===== src/rtl/irq_resolver_pkg.sv =====
package irq_resolver_pkg;

    parameter int unsigned DEF_NUM_SRC = 22;
    parameter int unsigned DEF_LVL_W   = 3;

    typedef enum logic [2:0] {
        ST_IDLE  = 3'd0,
        ST_SCAN  = 3'd1,
        ST_GATE  = 3'd2,
        ST_ALIGN = 3'd3,
        ST_ISSUE = 3'd4
    } pass_state_e;

endpackage


===== src/rtl/irq_chain_stage.sv =====
module irq_chain_stage #(
    parameter int unsigned LVL_W   = 3,
    parameter int unsigned IDX_W   = 5,
    parameter int unsigned SRC_IDX = 0
) (
    input  logic [LVL_W-1:0] up_lvl,
    input  logic [IDX_W-1:0] up_idx,
    input  logic             src_req,
    input  logic [LVL_W-1:0] src_lvl,
    output logic [LVL_W-1:0] dn_lvl,
    output logic [IDX_W-1:0] dn_idx
);

    localparam logic [IDX_W-1:0] OWN_IDX = IDX_W'(SRC_IDX);

    logic take_own;

    // Upstream value survives ties; only a strictly higher requesting level replaces it.
    always_comb begin
        take_own = src_req && (up_lvl < src_lvl);
        dn_lvl   = take_own ? src_lvl : up_lvl;
        dn_idx   = take_own ? OWN_IDX : up_idx;
    end

endmodule


===== src/rtl/irq_chain.sv =====
module irq_chain #(
    parameter int unsigned NUM_SRC = 22,
    parameter int unsigned LVL_W   = 3,
    parameter int unsigned IDX_W   = 5
) (
    input  logic [NUM_SRC-1:0]       req,
    input  logic [NUM_SRC*LVL_W-1:0] lvl,
    output logic [LVL_W-1:0]         best_lvl,
    output logic [IDX_W-1:0]         best_idx
);

    logic [LVL_W-1:0] lvl_link [NUM_SRC+1];
    logic [IDX_W-1:0] idx_link [NUM_SRC+1];

    assign lvl_link[0] = '0;
    assign idx_link[0] = '0;

    for (genvar s = 0; s < NUM_SRC; s++) begin : g_stage
        irq_chain_stage #(
            .LVL_W   (LVL_W),
            .IDX_W   (IDX_W),
            .SRC_IDX (s)
        ) u_stage (
            .up_lvl  (lvl_link[s]),
            .up_idx  (idx_link[s]),
            .src_req (req[s]),
            .src_lvl (lvl[s*LVL_W +: LVL_W]),
            .dn_lvl  (lvl_link[s+1]),
            .dn_idx  (idx_link[s+1])
        );
    end

    assign best_lvl = lvl_link[NUM_SRC];
    assign best_idx = idx_link[NUM_SRC];

endmodule


===== src/rtl/irq_resolver.sv =====
module irq_resolver
    import irq_resolver_pkg::*;
#(
    parameter int unsigned NUM_SRC = DEF_NUM_SRC,
    parameter int unsigned LVL_W   = DEF_LVL_W,
    localparam int unsigned IDX_W  = $clog2(NUM_SRC)
) (
    input  logic                     clk,
    input  logic                     rst,
    input  logic                     fetch_i,
    input  logic [NUM_SRC-1:0]       req_i,
    input  logic [NUM_SRC*LVL_W-1:0] lvl_i,
    input  logic [LVL_W-1:0]         ipl_i,
    input  logic                     irq_dis_i,
    output logic                     accept_o,
    output logic [IDX_W-1:0]         win_idx_o,
    output logic [LVL_W-1:0]         win_lvl_o,
    output logic [NUM_SRC-1:0]       ack_o
);

    pass_state_e state_q, state_d;

    logic [NUM_SRC-1:0]       snap_req;
    logic [NUM_SRC*LVL_W-1:0] snap_lvl;
    logic [LVL_W-1:0]         snap_ipl;
    logic                     snap_dis;
    logic [LVL_W-1:0]         scan_lvl, res_lvl;
    logic [IDX_W-1:0]         scan_idx, res_idx;
    logic                     grant_q;
    logic                     start;

    assign start = (state_q == ST_IDLE) && fetch_i;

    irq_chain #(
        .NUM_SRC (NUM_SRC),
        .LVL_W   (LVL_W),
        .IDX_W   (IDX_W)
    ) u_chain (
        .req      (snap_req),
        .lvl      (snap_lvl),
        .best_lvl (scan_lvl),
        .best_idx (scan_idx)
    );

    // Next-state logic: strobes outside IDLE fall through untouched.
    always_comb begin
        state_d = state_q;
        unique case (state_q)
            ST_IDLE:  if (fetch_i) state_d = ST_SCAN;
            ST_SCAN:  state_d = ST_GATE;
            ST_GATE:  state_d = ST_ALIGN;
            ST_ALIGN: state_d = ST_ISSUE;
            ST_ISSUE: state_d = ST_IDLE;
            default:  state_d = ST_IDLE;
        endcase
    end

    always_ff @(posedge clk) begin
        if (rst) state_q <= ST_IDLE;
        else     state_q <= state_d;
    end

    // Snapshot, chain result and accept decision registers.
    always_ff @(posedge clk) begin
        if (rst) begin
            snap_req <= '0;
            snap_lvl <= '0;
            snap_ipl <= '0;
            snap_dis <= 1'b1;
            res_lvl  <= '0;
            res_idx  <= '0;
            grant_q  <= 1'b0;
        end else begin
            if (start) begin
                snap_req <= req_i;
                snap_lvl <= lvl_i;
                snap_ipl <= ipl_i;
                snap_dis <= irq_dis_i;
            end
            if (state_q == ST_SCAN) begin
                res_lvl <= scan_lvl;
                res_idx <= scan_idx;
            end
            if (state_q == ST_GATE) begin
                grant_q <= (res_lvl > snap_ipl) && !snap_dis;
            end
        end
    end

    // Outputs: everything quiet unless the issue cycle carries a grant.
    always_comb begin
        accept_o  = (state_q == ST_ISSUE) && grant_q;
        win_idx_o = '0;
        win_lvl_o = '0;
        ack_o     = '0;
        if (accept_o) begin
            win_idx_o        = res_idx;
            win_lvl_o        = res_lvl;
            ack_o[res_idx]   = 1'b1;
        end
    end

    AST_ACCEPT_SINGLE: assert property (@(posedge clk) disable iff (rst)
        accept_o |=> !accept_o);
    AST_PASS_LATENCY: assert property (@(posedge clk) disable iff (rst)
        accept_o |-> ($past(fetch_i, 4) && ($past(state_q, 4) == ST_IDLE)));
    AST_SNAP_HOLD: assert property (@(posedge clk) disable iff (rst)
        (state_q != ST_IDLE && $past(state_q) != ST_IDLE) |-> ($stable(snap_req) && $stable(snap_lvl)));
    AST_WIN_REQUESTED: assert property (@(posedge clk) disable iff (rst)
        accept_o |-> snap_req[win_idx_o]);
    AST_NONZERO_WIN: assert property (@(posedge clk) disable iff (rst)
        accept_o |-> (win_lvl_o != '0));
    AST_GRANT_RULE: assert property (@(posedge clk) disable iff (rst)
        accept_o |-> ((win_lvl_o > snap_ipl) && !snap_dis));
    AST_ACK_ONEHOT: assert property (@(posedge clk) disable iff (rst)
        accept_o |-> (ack_o == (NUM_SRC'(1) << win_idx_o)));
    AST_ACK_QUIET: assert property (@(posedge clk) disable iff (rst)
        !accept_o |-> (ack_o == '0));

endmodule


===== config.mk =====
export PLATFORM = sky130hd
export DESIGN_NAME = irq_resolver
export DESIGN_NICKNAME = d
export VERILOG_FILES = /design/src/rtl/irq_resolver_pkg.sv /design/src/rtl/irq_chain_stage.sv /design/src/rtl/irq_chain.sv /design/src/rtl/irq_resolver.sv
export SDC_FILE = /design/constraint.sdc
export NUM_CORES = 1
export LEC_CHECK = 0
export ABC_CLOCK_PERIOD_IN_PS = 65700
export BUFFER_PORTS_ARGS = -buffer_cell sky130_fd_sc_hd__buf_2
export CORE_MARGIN = 4
export CORE_UTILIZATION = 46
export DETAILED_ROUTE_END_ITERATION = 16
export PLACE_DENSITY = 0.65
export REMOVE_ABC_BUFFERS = 1
export SLEW_MARGIN = 20
export SYNTH_ARGS = -nofsm -noshare
export SYNTH_HDL_FRONTEND = slang
export SYNTH_SLANG_ARGS = --single-unit

===== constraint.sdc =====
create_clock -name clk -period 65.7 [get_ports clk]
set_input_delay 13.14 -clock clk [delete_from_list [all_inputs] [get_ports clk]]
set_output_delay 13.14 -clock clk [all_outputs]
set_load 0.03 [all_outputs]

==> results of run 1 <==
-- kinds of logic after synthesis --
family / after synthesis / share of synthesized area, %
adder cells (fa/ha/maj): 45 / 7.99
multiplexers: 16 / 2.45
buffers and inverters: 97 / 5.17
AND/OR/NAND/NOR: 442 / 28.6
AO/OA/AOI/OAI: 277 / 26.1
flip-flops: 104 / 29.6
XOR/XNOR: 1 / 0.124
-- cell type report --
class / instances / area share [%]
Tap cell: 184 / 2.85
Clock inverter: 4 / 0.387
Timing Repair Buffer: 130 / 8.38
Sequential cell: 104 / 25.7
Multi-Input combinational cell: 781 / 56.9
Inverter: 60 / 2.78
Clock buffer: 10 / 2.95
-- layout by cell type, fill, tap and decap left out, drive strengths merged, types with 9 or more instances in the layout --
cell	count
o21ai	37
a21oi	135
nand2	258
a21o	12
a211oi	15
buf	130
nor2	58
nand3b	15
nand2b	12
mux2	10
dfxtp	104
nor2b	21
and2	19
nor3	9
o31ai	10
inv	61
ha	45
o21a	9
nand3	14
clkbuf	10
-- flip-flops by register name, summed over array words and instances, names as in the netlist --
name,flops
grant_q,1
res_idx,5
res_lvl,3
snap_dis,1
snap_ipl,3
snap_lvl,66
snap_req,22
state_q,3
-- critical path: cells and delay by family (launching register included) --
family / cells / cell delay (ns)
mux: 5 / 2.06
compound gates: 53 / 13.33
simple gates: 48 / 8.03
fa+ha+maj: 21 / 5.61
flops: 1 / 0.33
buf+inv: 2 / 0.13
-- per-stage QoR --
stage               std cells  power, mW  util [%]  setup slack, ns  instance area [sq um]
floorplan                 945      0.132         -            40.04                   6910
global placement         1258      0.150      52.9            37.20                   7800
detailed placement       1258      0.151      52.9            36.55                   7800
CTS                      1272      0.202      54.7            36.38                   8070
global route             1273      0.218      54.8            33.46                   8090
finish                   1273      0.202      54.8            36.07                   8090
-- synthesized netlist by cell type (5+ instances only) --
master,number
mux2i_1,6
a31oi_1,5
a21o_1,12
nand3_1,14
and2_1,19
mux2_2,10
a21oi_1,131
o21bai_1,5
o31ai_1,5
nor4_1,5
a211oi_1,14
ha_1,45
nor2_1,58
o21a_1,9
a211o_1,6
nand2_1,258
nor2b_1,20
nand2b_1,12
o21ai_0,32
nor3_1,8
dfxtp_1,104
nand3b_1,15
clkbuf_1,37
inv_1,60
and3_1,5
-- worst min-delay path by stage --
stage               cells after the start           end  slack (ns)
detailed placement                      2  snap_req[15]        0.45
global placement                        2  snap_req[15]        0.44
floorplan                               2   snap_lvl[1]        0.43
finish                                  2  snap_req[15]        0.45
CTS                                     2  snap_req[15]        0.46
global route                            2  snap_lvl[38]        0.47
-- power breakdown --
group / internal [mW] / switching (mW)
clock: 0.0265 / 0.0246
sequential: 0.0684 / 0.00468
combinational: 0.0321 / 0.0455
-- routing by layer --
metal  wire (um)  up-vias  global-route usage (%)  part of all wire [%]
li1            -     3612                       -                     -
met1        8600     3059                    27.1                    49
met2        8020      153                    33.9                    45
met3         839       13                    4.66                   4.8
met4         183        0                    4.20                   1.0
met5           0        -                       0                     0
==> metrics.txt, run 1 <==
CTS tree=yes; CP endpoint kind=flop; setup TNS=0 ns; post-layout net count=1,226; Worst EP arrival=29.90 ns; maximum clock frequency=33.7 MHz; skew final=0.00484 ns; Setup crit end=res_lvl[2]; number of antenna violations at the first check in global routing=0; Startpoint Class=flop; CP dominant cell by count=ha_1; post-synthesis cell type count=79; r2r setup slk=36.07 ns; RSZ-0062 raised after global routing=no; sequential share of the synthesized area=29.6%; Fillers=1,518; DRT Pass-1 Iters=5; Worst Max-Slew Pin Slew=0.852 ns; CTS Hold Bufs=0; Required @ worst endpoint=65.97 ns; Leak=3.44 nW; Routability Congestion=0.925; largest net degree at the start of global routing=105; min Tclk post-route=29.63 ns; Starting Density=47.8%; GRT Residual Overflow=0; drc violations=0; crit-path max FO=9; max-slew violations=0; CTS Buf Count=9; Worst Setup SP=snap_req[0]; Avg Synthesized Cell Area=7.17 sq um; FF-to-FF Start=snap_req[0]; status=finished, final reports clean; HP Class=reg2reg; Mapped Area=7050 sq um; Ys Warns=0; Worst R2R End=res_lvl[2]; FF+latch count, synth=104; Final Hold Fails=0; antenna viol nets, final=0; postcts setup bufs=0; Post-synth EDFFs=0; PwrDens=24.9 nW/um^2; worst-case clock buffer depth=2; height of the die=132 um; Final setup violation count=0; vias in the first global route=6,342; max-cap viol count=0; post-synth top area share=29.6%; Core Region=14,800 sq um; largest area contributor in the netlist=dfxtp_1; io pins=126; Post-CTS Resized=0; layout cell share with drive strength beyond 1=17.4%; main flop type after synthesis=dfxtp_1; first-pass GRT wire length=30,000 um; Vias=6,837; top post-synthesis cells by area=dfxtp_1, nand2_1, a21oi_1; Via density=5.37; I/O Buffers=125; Area Overhead vs Synth=14.8%; CP max stage delay=0.66 ns; Post-DP HPWL=13,400 um; area of the multi-input gates=4610 sq um; slowest CP cell=o41ai_1; clock root cell=clkbuf_16; Clk Latency, worst-skew pair=0.36 ns; number of core rows=44; ant diodes=0; TritonCTS Sinks=104; die width=132 um; WL per Instance=13.9 um; R2R depth=129; DR iter-0 viols=465; Post-Syn Instances=982; worst hold start=snap_req[15]; Setup CP Type=reg2reg; Period Utilization, post-route=45.1%; H-Tree Depth=3; Slew headroom=43.1%; total wire length=17,600 um; die footprint=17,400 sq um; Register Area=2080 sq um; maximum vdd drop=0.0160 mV; hold_ws=0.453 ns; Synth async-reset ratio=0%; GRT Total Usage=20.3%; clock-pin slew on the worst setup and hold paths=0.07 ns
Note: power is estimated with default switching activity, not from simulation.
==> run 2, diff against run 1 <==
Settings changed: ABC_CLOCK_PERIOD_IN_PS 65700 to 30900.
Clock period 65.7 ns to 30.9 ns, I/O delays scaled along.
==> run 2 against run 1 <==
Against the previous run:
- register-to-register slack worse by 33 ns
- clock skew grew 0.00068 ns
- worst hold slack better by 0.0017 ns
- via count grew 1.4%
- count of clock-buffer cells in the layout rose by 2
- final area is 0.70% higher
- total power grew 120%
- die area unchanged
- sequential share of layout area shrank 0.18 points
- critical endpoint unchanged
- highest routed layer unchanged
==> metrics.txt, run 2 (synthesized netlist as in run 1, its figures left out) <==
status=finished, final reports clean; crit-path max FO=9 (unchanged); clock root cell=clkbuf_16; H-Tree Depth=3 (unchanged); CP delay by family, top=compound AO/OA/AOI/OAI gates; CTS Hold Bufs=0 (unchanged); vias in the first global route=6,481 (+2.2%); post-layout net count=1,226 (unchanged); CP endpoint kind=flop; WL per Instance=13.9 um (+0.28%); largest net degree at the start of global routing=61 (-42%); Clk Latency, worst-skew pair=0.36 ns (about the same); clock-pin slew on the worst setup and hold paths=0.07 ns (about the same); number of core rows=44 (unchanged); Final Hold Fails=0 (unchanged); largest register by flop count=snap_lvl; Routability Congestion=0.900 (-2.7%); antenna viol nets, final=0 (unchanged); height of the die=132 um (unchanged); Worst Max-Slew Pin Slew=0.807 ns (-0.0450 ns); drc violations=0 (unchanged); RSZ-0062 raised after global routing=no; Required @ worst endpoint=31.17 ns (-34.80 ns); R2R depth=130 (+0.78%); met2 WL=8030 um (about the same); Final setup violation count=0 (unchanged); GRT Total Usage=20.5% (+0.21 points); top flop regs=snap_lvl (66), snap_req (22), res_idx (5); area of the multi-input gates=4660 sq um (+1.1%); Vias=6,931 (+1.4%); cell depth of the worst setup path=130 (+0.78%); Bufs and invs on worst path=1 (-1); slowest CP cell=or4bb_1; CP max stage delay=0.55 ns (-0.11 ns); min Tclk post-route=28.32 ns (-1.31 ns); io pins=126 (unchanged); hold path cells=2 (unchanged); commonest non-fill, non-tap cell in the layout=nand2_1; postcts setup bufs=0 (unchanged); Area Overhead vs Synth=15.6%; Non-Filler Instances=1,274 (+0.079%); Period Utilization, post-route=91.6% (+47 points); clock network fraction of design power=26.4% (+1.1 points); max-slew violations=0 (unchanged); WL met3=835 um (-0.48%); max-cap viol count=0 (unchanged); Worst Setup SP=snap_req[0]; met1 WL=8620 um (+0.28%); Internal=0.279 mW (+120%); most frequent cells in the layout=nand2_1, a21oi_1, buf_2; sequential share of power=35.5% (-0.7 points); Core Region=14,800 sq um (unchanged); worst-case clock buffer depth=2 (unchanged); TritonCTS Sinks=104 (unchanged); Final Power=0.438 mW (+120%); Post-DP HPWL=13,500 um (+0.61%); maximum clock frequency=35.3 MHz (+4.6%); CTS tree=yes; maximum vdd drop=0.0378 mV (+140%); total wire length=17,700 um (+0.36%); worst hold start=snap_req[5]; Worst EP arrival=28.59 ns (-1.31 ns); Highest Signal Layer=met4; r2r setup slk=2.58 ns (-33.49 ns); Logic pwr share=38.1% (-0.4 points); Fillers=1,512 (-0.40%); skew final=0.00552 ns (+0.000678 ns); first-pass GRT wire length=30,500 um (+1.4%); GRT Residual Overflow=0 (unchanged); Startpoint Class=flop; CTS Buf Count=9 (unchanged); Starting Density=47.8% (unchanged); Via density=5.44 (+1.3%); hold_ws=0.455 ns (+0.00168 ns); Slew headroom=46.1% (+3.0 points); Leak=3.45 nW (+0.36%); DR iter-0 viols=453 (-2.6%); Post-Place Cells=1,259 (+0.079%); layout cell share with drive strength beyond 1=17.7% (+0.26 points); I/O Buffers=125 (unchanged); FF-to-FF Start=snap_req[0]; die footprint=17,400 sq um (unchanged); Register Area=2080 sq um (unchanged); number of antenna violations at the first check in global routing=0 (unchanged); HP Class=reg2reg; Psw=0.159 mW (+110%); max FFs per register=66 (unchanged); setup TNS=0 ns (unchanged); Setup CP Type=reg2reg; die width=132 um (unchanged); PwrDens=53.7 nW/um^2 (+120%); ant diodes=0 (unchanged); DRT Pass-1 Iters=5 (unchanged); CP dominant cell by count=ha_1; Switching Share=36.3% (-0.73 points)
run 2: changes by cell type in the layout (fill, tap and decap cells not counted), moves of 2 or more:
cell | before | now
clkbuf_1 | 0 | 2
o31ai_4 | 1 | 3
o31ai_2 | 4 | 2
clkinv_4 | 2 | 0
run 2: layout make-up:
type	instances	share of cell area, %
clock buffer	12	3.03
clock inverter	3	0.522
inverter	60	2.76
multi-input combinational	781	57.1
sequential	104	25.6
tap	184	2.83
timing repair buffer	130	8.17
run 2: through the flow:
step	setup WS, ns	area, sq um	util, %
final	2.58	8150	55.2
after global routing	0.0702	8150	55.2
after CTS	1.74	8100	54.9
after detailed placement	1.95	7810	52.9
after global placement	2.53	7810	52.9
after floorplan	5.24	6910	-
run 2: timing repair:
item	in CTS	in global routing
endpoints found under the setup margin	0	8
resized for setup	0	8
hold endpoints to repair	0	0
run 2: worst min-delay path, cell delays in order, from the launching register on:
cell and delay (ns):
dfxtp_1 0.31, nand2_1 0.05, a21oi_1 0.05
run 2: power groups by stage:
stage | clock (mW) | combinational (mW) | sequential (mW)
after floorplan | 0 | 0.126 | 0.155
after global placement | 0 | 0.162 | 0.158
after detailed placement | 0 | 0.163 | 0.158
after CTS | 0.119 | 0.164 | 0.155
after global routing | 0.123 | 0.190 | 0.157
final | 0.116 | 0.167 | 0.155
run 2: worst paths after layout:
check                end
min          snap_req[5]
max           res_lvl[2]
min reg2reg  snap_req[5]
max reg2reg   res_lvl[2]
run 2: per-layer routing:
| metal | GRT usage (%) | up-vias |
|---|---|---|
| li1 | - | 3611 |
| met1 | 27.8 | 3150 |
| met2 | 33.8 | 153 |
| met3 | 3.82 | 17 |
| met4 | 5.19 | 0 |
| met5 | 0 | - |
==> run 3, diff against run 2 <==
Settings changed: ABC_AREA set to 1, PLACE_DENSITY 0.65 to 0.66.
==> run 3 against run 2 <==
Against the previous run:
- first-iteration DRC count fell by 54%
- global-route usage fell by 2.4 points
- sequential cell count did not move
- final cell count fell by 8.9%
- count of clock-buffer cells in the layout rose by 1
- clock power barely moved
- largest power group unchanged
==> metrics.txt, run 3 <==
top post-synthesis cells by area=dfxtp_1, o21ai_0, ha_1; drc violations=0 (unchanged); Setup CP Type=reg2reg; Non-Filler Instances=1,161 (-8.9%); sequential share of the synthesized area=32.9% (+3.4 points); vias in the first global route=5,327 (-18%); CTS tree=yes; Synth Area in XOR/XNOR=0% (-0.12 points); largest family of logic cells by synthesized area=simple AND/OR/NAND/NOR gates; most frequent cells in the layout=o21ai_0, buf_2, nand2_1; status=finished, final reports clean; post-synth top area share=32.9% (+3.4 points); Post-CTS Resized=0 (unchanged); post-synthesis cell type count=27 (-66%); Fillers=1,328 (-12%); hold_ws=0.461 ns (+0.00641 ns); area share of fa/ha/maj cells after synthesis=8.91% (+0.92 points); DRT Pass-1 Iters=4 (-1); Vias=5,696 (-18%); commonest non-fill, non-tap cell in the layout=o21ai_0; Worst Max-Slew Pin Slew=1.03 ns (+0.222 ns); Ys Warns=0 (unchanged); Post-Syn Instances=872 (-11%); R2R depth=92 (-29%); Period Utilization, post-route=78.5% (-13 points); Psw=0.177 mW (+11%); DR iter-0 viols=207 (-54%); slowest CP cell=a211oi_1; I/O Buffers=125 (unchanged); first-pass GRT wire length=24,000 um (-21%); die width=125 um (-5.0%); Worst EP arrival=24.52 ns (-4.07 ns); io pins=126 (unchanged); ant diodes=0 (unchanged); Bufs and invs on worst path=3 (+2); Switching Share=38.1% (+1.8 points); die footprint=15,700 sq um (-9.7%); CP delay by family, top=compound AO/OA/AOI/OAI gates; Worst R2R End=res_idx[4]; top flop regs=snap_lvl (66), snap_req (22), res_idx (5); max FFs per register=66 (unchanged); antenna viol nets, final=0 (unchanged); height of the die=125 um (-5.0%); worst-case clock buffer depth=2 (unchanged); HP Class=reg2reg; Logic pwr share=41.8% (+3.7 points); Post-DP HPWL=10,700 um (-21%); WL per Instance=12.2 um (-12%); GRT Total Usage=18.1% (-2.4 points); FF-to-FF Start=snap_req[0]; Internal=0.288 mW (+3.2%); PwrDens=63.0 nW/um^2 (+17%); CP max stage delay=0.57 ns (+0.02 ns); crit-path max FO=9 (unchanged); skew final=0.00666 ns (+0.00114 ns); Final setup violation count=0 (unchanged); Via density=4.91 (-9.8%); TritonCTS Sinks=104 (unchanged); main flop type after synthesis=dfxtp_1; Post-Synth Simple-Gate Area=28.5% (-0.14 points); Final Util=55.3% (about the same); Clk Latency, worst-skew pair=0.35 ns (about the same); max-cap viol count=0 (unchanged); postcts setup bufs=0 (unchanged); r2r setup slk=6.65 ns (+4.07 ns); largest net degree at the start of global routing=102 (+67%); RSZ-0062 raised after global routing=no; CP dominant cell by count=ha_1; largest register by flop count=snap_lvl; Avg Synthesized Cell Area=7.25 sq um (+1.0%); hold path cells=2 (unchanged); number of core rows=42 (-4.5%); number of antenna violations at the first check in global routing=0 (unchanged); CP endpoint kind=flop; Area Overhead vs Synth=16.7%; Startpoint Class=flop; clock root cell=clkbuf_16; Synth async-reset ratio=0% (unchanged); H-Tree Depth=3 (unchanged); Core Region=13,300 sq um (-9.5%); top cells by count, synth=o21ai_0, nand2_1, inv_1; clock-pin slew on the worst setup and hold paths=0.07 ns (about the same); Mapped Area=6320 sq um (-10%); top-count cell post-synth=o21ai_0; Final Hold Fails=0 (unchanged); post-layout net count=1,120 (-8.6%); max-slew violations=0 (unchanged); Routability Congestion=0.831 (-7.7%); post-route cell area=7380 sq um (-9.5%); Post-Place Cells=1,145 (-9.1%); maximum clock frequency=41.2 MHz (+17%); worst hold start=snap_ipl[2]; Slew headroom=30.9% (-15 points); CTS Buf Count=9 (unchanged); sequential share of power=33.4% (-2.1 points); Area after DPL=7080 sq um (-9.4%); clock network fraction of design power=24.8% (-1.6 points); setup TNS=0 ns (unchanged); Starting Density=47.3% (-0.41 points); Required @ worst endpoint=31.18 ns (about the same); layout cell share with drive strength beyond 1=23.8% (+6.0 points); CTS Hold Bufs=0 (unchanged); min Tclk post-route=24.25 ns (-4.07 ns); mux contribution to synthesized area=0% (-2.5 points); hold path endpoint=snap_ipl[2]; GRT Residual Overflow=0 (unchanged); maximum vdd drop=0.0257 mV (-32%); compound-cell area share of the yosys netlist=20.9% (-5.2 points); Post-synth EDFFs=0 (unchanged); largest area contributor in the netlist=dfxtp_1; FF+latch count, synth=104 (unchanged); Leak=3.57 nW (+3.5%); total wire length=14,200 um (-20%)
==> run 3: changes by cell type in the layout (fill, tap and decap cells not counted), sizes merged, moves of 14 or more <==
| cell | delta |
|---|---|
| nor2 | +27 |
| o21ai | +98 |
| nand3b | -14 |
| and2 | -18 |
| nor2b | -21 |
| nand2 | -77 |
| inv | +54 |
| nand3 | +43 |
| a21oi | -55 |
==> run 3: routing by layer <==
metal | GRT usage [%] | share of wire [%]
met4 | 6.44 | 1.6
met3 | 3.33 | 4.6
met1 | 24.6 | 50
met5 | 0 | 0
met2 | 29.0 | 44
==> run 3: worst max path at each step <==
stage,start,to,slack (ns),depth (start not counted)
global route,snap_req[0],res_idx[4],4.17,92
finish,snap_req[0],res_idx[4],6.65,92
global placement,snap_req[0],res_lvl[2],7.76,92
CTS,snap_req[0],res_lvl[2],6.58,92
detailed placement,snap_req[0],res_lvl[2],6.69,92
floorplan,snap_req[0],res_lvl[0],8.99,92
==> run 3: cell type report <==
class	count	area [sq um]	area share (%)
clock buffers	13	260	3.53
clock inverters	3	40.0	0.543
repair buffers	128	648	8.79
flip-flops and latches	104	2080	28.2
multi-input cells	623	3690	50.1
well taps	176	220	2.99
inverters	114	430	5.84
==> run 3: power groups by stage <==
stage	combinational [mW]	clock, mW	sequential (mW)
6_report	0.194	0.115	0.155
3_5_place_dp	0.195	0	0.158
5_1_grt	0.224	0.124	0.157
3_3_place_gp	0.193	0	0.158
4_1_cts	0.196	0.119	0.155
2_1_floorplan	0.157	0	0.156
==> run 3: cells by family after synthesis <==
kind of cell / count (synthesis)
AO/OA/AOI/OAI: 246
adder cells (fa/ha/maj): 45
buffers and inverters: 145
flip-flops: 104
AND/OR/NAND/NOR: 332
==> run 3: worst register-to-register path: cells and delay by family (launching register included) <==
family	cells	cell delay [ns]
and+or+nand+nor	26	3.29
buffers and inverters	3	0.15
adders and majority gates	21	6.22
AOI/OAI and AO/OA	42	14.20
DFF	1	0.35
==> run 3: through the flow <==
| stage | power [mW] | setup slack, ns |
|---|---|---|
| final | 0.465 | 6.65 |
| after global routing | 0.506 | 4.17 |
| after CTS | 0.470 | 6.58 |
| after detailed placement | 0.353 | 6.69 |
| after global placement | 0.351 | 7.76 |
| after floorplan | 0.314 | 8.99 |
